--- src/rtl/smb_blkreg_pkg.sv ---
package smb_blkreg_pkg;

    typedef enum logic [2:0] {
        ST_IDLE,
        ST_RX,
        ST_ACKW,
        ST_TX,
        ST_ACKR,
        ST_IGNORE
    } st_e;

    typedef enum logic [1:0] {
        PH_ADDR,
        PH_INDEX,
        PH_COUNT,
        PH_DATA
    } ph_e;

    typedef struct packed {
        st_e        st;
        ph_e        ph;
        logic [7:0] sh;
        logic [3:0] bits;
        logic [7:0] idx;
        logic [7:0] remain;
        logic       rs_ok;
        logic       cnt_pend;
        logic       rd_next;
        logic       inc_pend;
        logic       host_ack;
        logic       oe;
        logic       we;
        logic [7:0] wdata;
    } fsm_t;

endpackage

--- src/rtl/smb_line_sync.sv ---
module smb_line_sync #(
    parameter int STAGES = 2
) (
    input  logic clk,
    input  logic rst_n,
    input  logic din,
    output logic dout
);
    logic [STAGES-1:0] sync_d, sync_q;

    always_comb begin
        sync_d = {sync_q[STAGES-2:0], din};
    end

    always_ff @(posedge clk or negedge rst_n) begin
        if (!rst_n) sync_q <= '1;
        else        sync_q <= sync_d;
    end

    assign dout = sync_q[STAGES-1];
endmodule

--- src/rtl/smb_cond_detect.sv ---
module smb_cond_detect (
    input  logic clk,
    input  logic rst_n,
    input  logic scl_s,
    input  logic sda_s,
    output logic scl_rise,
    output logic scl_fall,
    output logic start_det,
    output logic stop_det
);
    logic [1:0] prev_d, prev_q;   // {scl, sda} one cycle back

    always_comb begin
        prev_d = {scl_s, sda_s};
    end

    always_ff @(posedge clk or negedge rst_n) begin
        if (!rst_n) prev_q <= 2'b11;
        else        prev_q <= prev_d;
    end

    assign scl_rise  = scl_s & ~prev_q[1];
    assign scl_fall  = ~scl_s & prev_q[1];
    assign start_det = scl_s & prev_q[1] & prev_q[0] & ~sda_s;
    assign stop_det  = scl_s & prev_q[1] & ~prev_q[0] & sda_s;
endmodule

--- src/rtl/smb_strap_latch.sv ---
module smb_strap_latch #(
    parameter int W = 2
) (
    input  logic         clk,
    input  logic         rst_n,
    input  logic [W-1:0] strap,
    output logic [W-1:0] strap_q
);
    logic [W-1:0] val_d, val_q;
    logic         vld_d, vld_q;

    always_comb begin
        val_d = val_q;
        vld_d = 1'b1;
        if (!vld_q) val_d = strap;
    end

    always_ff @(posedge clk or negedge rst_n) begin
        if (!rst_n) begin
            val_q <= '0;
            vld_q <= 1'b0;
        end else begin
            val_q <= val_d;
            vld_q <= vld_d;
        end
    end

    assign strap_q = val_q;
endmodule

--- src/rtl/smb_blkreg_fsm.sv ---
module smb_blkreg_fsm
    import smb_blkreg_pkg::*;
#(
    parameter int NUM_REGS  = 12,
    parameter int COUNT_IDX = 8
) (
    input  logic       clk,
    input  logic       rst_n,
    input  logic       scl_rise,
    input  logic       scl_fall,
    input  logic       start_det,
    input  logic       stop_det,
    input  logic       sda_s,
    input  logic [6:0] own_addr,
    input  logic [7:0] reg_rdata,
    output logic       sda_oe,
    output logic       reg_we,
    output logic [7:0] reg_wdata,
    output logic [7:0] reg_idx
);
    localparam logic [7:0] LIMIT   = 8'(NUM_REGS);
    localparam logic [7:0] CNT_IDX = 8'(COUNT_IDX);

    fsm_t q, n;
    logic ack;
    logic idx_ok;

    assign idx_ok = q.idx < LIMIT;

    always_comb begin
        n   = q;
        ack = 1'b0;
        n.we = 1'b0;
        if (stop_det) begin
            n.st       = ST_IDLE;
            n.oe       = 1'b0;
            n.cnt_pend = 1'b0;
            n.rd_next  = 1'b0;
            n.inc_pend = 1'b0;
            n.rs_ok    = 1'b0;
        end else if (start_det && q.st != ST_IGNORE) begin
            // repeated start right after the index byte enables a read
            n.rs_ok    = (q.st == ST_RX) && (q.ph == PH_COUNT) && (q.bits <= 4'd1);
            n.st       = ST_RX;
            n.ph       = PH_ADDR;
            n.bits     = 4'd0;
            n.oe       = 1'b0;
            n.cnt_pend = 1'b0;
            n.rd_next  = 1'b0;
            n.inc_pend = 1'b0;
        end else begin
            case (q.st)
                ST_RX: begin
                    if (scl_rise) begin
                        n.sh   = {q.sh[6:0], sda_s};
                        n.bits = q.bits + 4'd1;
                    end else if (scl_fall && q.bits == 4'd8) begin
                        n.bits  = 4'd0;
                        n.rs_ok = 1'b0;
                        case (q.ph)
                            PH_ADDR: begin
                                if (q.sh[7:1] == own_addr && (!q.sh[0] || q.rs_ok)) begin
                                    ack  = 1'b1;
                                    n.ph = PH_INDEX;
                                    if (q.sh[0]) begin
                                        n.cnt_pend = 1'b1;
                                        n.rd_next  = 1'b1;
                                    end
                                end
                            end
                            PH_INDEX: begin
                                ack   = 1'b1;
                                n.idx = q.sh;
                                n.ph  = PH_COUNT;
                            end
                            PH_COUNT: begin
                                ack      = 1'b1;
                                n.remain = q.sh;
                                n.ph     = PH_DATA;
                            end
                            default: begin
                                if (q.remain != 8'd0) begin
                                    ack        = 1'b1;
                                    n.remain   = q.remain - 8'd1;
                                    n.inc_pend = 1'b1;
                                    n.we       = idx_ok;
                                    n.wdata    = q.sh;
                                end
                            end
                        endcase
                        if (ack) begin
                            n.st = ST_ACKW;
                            n.oe = 1'b1;
                        end else begin
                            n.st = ST_IGNORE;
                            n.oe = 1'b0;
                        end
                    end
                end
                ST_ACKW: begin
                    if (scl_fall) begin
                        if (q.rd_next) begin
                            n.rd_next  = 1'b0;
                            n.sh       = reg_rdata;
                            n.bits     = 4'd0;
                            n.st       = ST_TX;
                            n.oe       = ~reg_rdata[7];
                            n.cnt_pend = 1'b0;
                            if (!q.cnt_pend) n.idx = q.idx + 8'd1;
                        end else begin
                            n.st       = ST_RX;
                            n.oe       = 1'b0;
                            n.inc_pend = 1'b0;
                            if (q.inc_pend) n.idx = q.idx + 8'd1;
                        end
                    end
                end
                ST_TX: begin
                    if (scl_fall) begin
                        if (q.bits == 4'd7) begin
                            n.st       = ST_ACKR;
                            n.oe       = 1'b0;
                            n.host_ack = 1'b0;
                        end else begin
                            n.sh   = {q.sh[6:0], 1'b0};
                            n.bits = q.bits + 4'd1;
                            n.oe   = ~q.sh[6];
                        end
                    end
                end
                ST_ACKR: begin
                    if (scl_rise) begin
                        n.host_ack = ~sda_s;
                    end else if (scl_fall) begin
                        if (q.host_ack) begin
                            n.sh   = reg_rdata;
                            n.bits = 4'd0;
                            n.st   = ST_TX;
                            n.oe   = ~reg_rdata[7];
                            n.idx  = q.idx + 8'd1;
                        end else begin
                            n.st = ST_IGNORE;
                        end
                    end
                end
                default: ;
            endcase
        end
    end

    always_ff @(posedge clk or negedge rst_n) begin
        if (!rst_n) q <= '0;
        else        q <= n;
    end

    assign sda_oe    = q.oe;
    assign reg_we    = q.we;
    assign reg_wdata = q.wdata;
    assign reg_idx   = q.cnt_pend ? CNT_IDX : q.idx;
endmodule

--- src/rtl/smb_blkreg_target.sv ---
module smb_blkreg_target #(
    parameter logic [6:0] BASE_ADDR   = 7'h68,
    parameter int         STRAP_W     = 2,
    parameter int         SYNC_STAGES = 2,
    parameter int         NUM_REGS    = 12,
    parameter int         COUNT_IDX   = 8
) (
    input  logic               clk,
    input  logic               rst_n,
    input  logic [STRAP_W-1:0] strap,
    input  logic               scl_i,
    input  logic               sda_i,
    output logic               sda_oe,
    output logic [7:0]         reg_idx,
    output logic [7:0]         reg_wdata,
    output logic               reg_we,
    input  logic [7:0]         reg_rdata
);
    localparam int LINES = 2;

    logic [LINES-1:0] raw_lines, sync_lines;
    logic             scl_s, sda_s;
    logic             scl_rise, scl_fall, start_det, stop_det;
    logic [STRAP_W-1:0] strap_q;
    logic [6:0]       own_addr;

    assign raw_lines = {scl_i, sda_i};

    for (genvar g = 0; g < LINES; g++) begin : g_sync
        smb_line_sync #(.STAGES(SYNC_STAGES)) u_sync (
            .clk  (clk),
            .rst_n(rst_n),
            .din  (raw_lines[g]),
            .dout (sync_lines[g])
        );
    end

    assign scl_s = sync_lines[1];
    assign sda_s = sync_lines[0];

    smb_cond_detect u_cond (
        .clk      (clk),
        .rst_n    (rst_n),
        .scl_s    (scl_s),
        .sda_s    (sda_s),
        .scl_rise (scl_rise),
        .scl_fall (scl_fall),
        .start_det(start_det),
        .stop_det (stop_det)
    );

    smb_strap_latch #(.W(STRAP_W)) u_strap (
        .clk    (clk),
        .rst_n  (rst_n),
        .strap  (strap),
        .strap_q(strap_q)
    );

    assign own_addr = {BASE_ADDR[6:STRAP_W], strap_q};

    smb_blkreg_fsm #(.NUM_REGS(NUM_REGS), .COUNT_IDX(COUNT_IDX)) u_fsm (
        .clk      (clk),
        .rst_n    (rst_n),
        .scl_rise (scl_rise),
        .scl_fall (scl_fall),
        .start_det(start_det),
        .stop_det (stop_det),
        .sda_s    (sda_s),
        .own_addr (own_addr),
        .reg_rdata(reg_rdata),
        .sda_oe   (sda_oe),
        .reg_we   (reg_we),
        .reg_wdata(reg_wdata),
        .reg_idx  (reg_idx)
    );
endmodule

--- config.mk ---
export PLATFORM = sky130hd
export DESIGN_NAME = smb_blkreg_target
export DESIGN_NICKNAME = d
export VERILOG_FILES = /design/src/rtl/smb_blkreg_pkg.sv /design/src/rtl/smb_line_sync.sv /design/src/rtl/smb_cond_detect.sv /design/src/rtl/smb_strap_latch.sv /design/src/rtl/smb_blkreg_fsm.sv /design/src/rtl/smb_blkreg_target.sv
export SDC_FILE = /design/constraint.sdc
export NUM_CORES = 1
export LEC_CHECK = 0
export CAP_MARGIN = 0
export CELL_PAD_IN_SITES_DETAIL_PLACEMENT = 0
export CELL_PAD_IN_SITES_GLOBAL_PLACEMENT = 2
export CORE_MARGIN = 3
export CORE_UTILIZATION = 30
export CTS_BUF_LIST = sky130_fd_sc_hd__clkbuf_8
export DETAILED_ROUTE_END_ITERATION = 12
export PLACE_DENSITY_LB_ADDON = 0.1
export SYNTH_ARGS = -nofsm -noshare
export SYNTH_HDL_FRONTEND = slang
export SYNTH_SLANG_ARGS = --single-unit
--- constraint.sdc ---
create_clock -name clk -period 2.25 [get_ports clk]
set_input_delay 0.3375 -clock clk [delete_from_list [all_inputs] [get_ports clk]]
set_output_delay 0.3375 -clock clk [all_outputs]
set_load 0.02 [all_outputs]
==> results of run 1 <==
[power breakdown]
part / total (µW) / switching (µW) / internal (µW)
sequential: 1500 / 281 / 1220
clock: 1260 / 467 / 795
combinational: 2380 / 1210 / 1160
total: 5140 / 1960 / 3180
[cell families (layout without fill, tap and decap cells)]
| family | count (synthesis) | count (layout) |
|---|---|---|
| and+or+nand+nor | 155 | 155 |
| AOI/OAI and AO/OA | 112 | 112 |
| DFF | 57 | 57 |
| buffers and inverters | 43 | 107 |
| muxes | 23 | 23 |
| adders and majority gates | 11 | 11 |
| xor gates and xnor gates | 4 | 4 |
| other | 1 | 1 |
[final cells by class]
class | count | area (µm²) | area share
Tap cell | 164 | 205.2 | 0.04350
Sequential cell | 57 | 1435 | 0.3042
Clock buffer | 11 | 151.4 | 0.03210
Multi-Input combinational cell | 306 | 2072 | 0.4393
Clock inverter | 5 | 102.6 | 0.02175
Timing Repair Buffer | 79 | 705.7 | 0.1496
Inverter | 12 | 45.04 | 0.009549
[how the worst min path moves through the flow]
stage,from,endpoint,slack [ps],cells past startpoint
after floorplan,rst_n,u_fsm.q[10]$_DFFE_PN0P_,40,0
after global placement,g_sync[1].u_sync.sync_q[0]$_DFF_PN1_,g_sync[1].u_sync.sync_q[1]$_DFF_PN1_,350,0
after detailed placement,g_sync[1].u_sync.sync_q[0]$_DFF_PN1_,g_sync[1].u_sync.sync_q[1]$_DFF_PN1_,350,0
after CTS,g_sync[1].u_sync.sync_q[0]$_DFF_PN1_,g_sync[1].u_sync.sync_q[1]$_DFF_PN1_,360,0
after global routing,g_sync[1].u_sync.sync_q[0]$_DFF_PN1_,g_sync[1].u_sync.sync_q[1]$_DFF_PN1_,370,0
final,g_sync[1].u_sync.sync_q[0]$_DFF_PN1_,g_sync[1].u_sync.sync_q[1]$_DFF_PN1_,360,0
[flip-flops by register name (all words and copies together) (netlist names)]
register              flops
u_fsm.reg_we              1
u_fsm.q                  38
g_sync.u_sync.sync_q      4
u_fsm.reg_wdata           8
u_strap.strap_q           2
u_strap.vld_q             1
u_cond.prev_q             2
u_fsm.sda_oe              1
[metrics by stage]
step,cell area [µm²],instances
after CTS,4705,634
after detailed placement,4441,617
after global placement,4441,617
final,4717,634
after global routing,4717,634
after floorplan,3705,406
[layout by cell type, fill, tap and decap left out, types with 4 or more instances in the layout]
cell type / count
nor2_1: 29
o22a_1: 6
nor3_1: 15
buf_4: 44
nor2b_1: 15
inv_1: 13
and3_1: 5
ha_1: 11
dfrtp_1: 50
clkbuf_8: 11
nand4b_1: 4
a21oi_1: 19
nor4_1: 6
o21ai_0: 21
a211o_1: 6
nand2_1: 37
nand3_1: 6
o2bb2ai_1: 4
mux2_2: 20
dfstp_2: 6
or3_1: 4
a31oi_1: 10
nand2b_1: 10
nor3b_1: 4
clkdlybuf4s50_1: 30
[critical path, delay by kind of cell (launching register included)]
kind	cells	cell delay, ps
AO/OA/AOI/OAI	2	370
AND/OR/NAND/NOR	2	730
multiplexers	1	350
flip-flops	1	610
[what timing repair did]
action                                 in CTS  in global routing
setup endpoints to repair                   0                  7
endpoints found under the hold margin      26                  0
resized for setup                           0                  4
hold buffers                                1                  0
[metal layers]
layer	global-route usage	wire, µm	vias to the layer above
met5	0	0	-
met4	0.05810	209	0
met3	0.03805	484	16
met2	0.2541	4930	77
met1	0.2423	5388	1580
li1	-	-	1602
==> results by group, run 1 <==
Synth
  • Compound-Gate Fraction of Synth Area: 0.2131
  • EDFF count, synth: 0
  • Ys Warns: 0
  • Seq/Total Area, Yosys: 0.3870
  • Post-synthesis cell count: 406
  • Synthesized cell area: 3705 µm²
  • Synth Flop Type: dfrtp_1
  • Distinct cell type count after synthesis: 72
  • Top-count cell post-synth: dfrtp_1
  • Synth top area share: 0.3445
  • Top cell type by total area after synthesis: dfrtp_1
  • Simple-Gate Fraction of Synth Area: 0.2266
  • Largest family of logic cells by synthesized area: simple AND/OR/NAND/NOR gates
  • Synth cell count leaders: dfrtp_1 (51), nand2_1 (37), nor2_1 (29)
  • Fraction of registers with async set/reset: 1.000
  • Synth top area cells: dfrtp_1 (34%), mux2_2 (6.1%), dfstp_2 (4.3%)
  • Mux share of post-synthesis cell area: 0.06890
  • Avg Cell Area, Syn: 9.125 µm²
  • Post-Synth XOR/XNOR Area: 0.009456
  • Adder-cell share of the synthesized area: 0.03715
  • Syn_nets: 431
  • Number of synthesized register bits: 57

Timing
  • Final Cycle Share: 0.9556
  • Clock Skew: 14.67 ps
  • Fin Hold WS: 363.0 ps
  • Worst Tran Pin Value: 489.3 ps
  • Final WS setup: 99.89 ps
  • Tmin final: 2150 ps
  • Setup tns final: 0 ps
  • Worst slew margin: 0.6702
  • Fmax achieved: 465.1 MHz
  • Final max-slew violation count: 0
  • Hold Violations, Final: 0
  • Setup-failing EPs final: 0

Placement
  • Routability cong.: 0.9006
  • Worst slack, placed: 79.31 ps
  • PortBufs: 31
  • DP HPWL: 8.050 mm

Pwr
  • Worst vdd ir: 604.6 µV
  • Power density over the cells: 1089 nW/µm²
  • Pleak: 0.002058 µW
  • Overall power: 5139 µW

Route
  • DRT iter0 DRCs: 229
  • WL final: 11.01 mm
  • WL/cell: 17.37 µm
  • DR DRC count: 0
  • Via/cell ratio: 5.166
  • Final ANT Viol Nets: 0
  • Drt first pass iters: 4
  • Routed via count: 3275

Clocking
  • CTS root buf: clkbuf_8
  • Total CTS buffers: 9
  • H-tree levels: 3
  • Num Clock Sinks: 57
  • CTS Buffer Depth: 2
  • Clock latency on the worst-skew pair: 350 ps
  • CTS tree: yes
  • CTS clk-pin slew, worst paths: 80 ps
  • Setup Buffers After CTS: 0

Global route
  • Initial antenna violation count: 0
  • GRT Total Usage: 0.1699
  • First-pass GRT wire length: 17.75 mm
  • Pin count of the biggest net entering global routing: 58
  • Total gr overflow: 0
  • Vias in the first global route: 3270

Setup path
  • Setup crit end kind: register
  • Critical Path Slowest Stage Cell: dfstp_2
  • CP Class: register to register
  • Data required time of the worst path: 2500 ps
  • CP endpoint: u_fsm.q[47]$_DFFE_PN0P_
  • CP arrival: 2400 ps
  • Worst r2r dst: u_fsm.q[47]$_DFFE_PN0P_
  • Critical path cell sequence: or4bb_1 -> a22o_1 -> o21ai_1 -> or3_1 -> mux2_2
  • Reg2reg start: g_sync[1].u_sync.sync_q[1]$_DFF_PN1_
  • Crit start category: register
  • R2R setup slack: 100 ps
  • R2R cell count: 5
  • CP peak stage delay: 610 ps
  • Crit. Startpoint: g_sync[1].u_sync.sync_q[1]$_DFF_PN1_
  • Largest fanout on the critical path: 8

Min path
  • Hold crit path type: register to register

Final layout
  • Ant. Diodes: 0
  • Fillers: 1186
  • Nets@finish: 490
  • Area growth from synthesis to layout: 27.32%
  • Final core occ: 0.4011
  • Layout cells sized above 1: 0.2298

Job
  • Max-cap viol count: 0

Die
  • Initial Util: 0.3150
  • Rows: 39
  • Die Span Y: 117.1 µm
  • Boundary pin count: 32
  • DIE AREA: 13720 µm²
  • Core box area: 11760 µm²
  • Die width: 117.1 µm

Status
  • Outcome: completed
(Power assumes the default switching activity.)
==> inputs of run 2 (changes only) <==
- CTS_CLUSTER_SIZE: default -> 25
==> results of run 2 <==
No change in the layout: final DEF, timing and power equal those of run 1.
==> inputs of run 3 (changes only) <==
- HOLD_SLACK_MARGIN: default -> 0.06
==> results of run 3 <==
No change in the layout: final DEF, timing and power equal those of run 1.
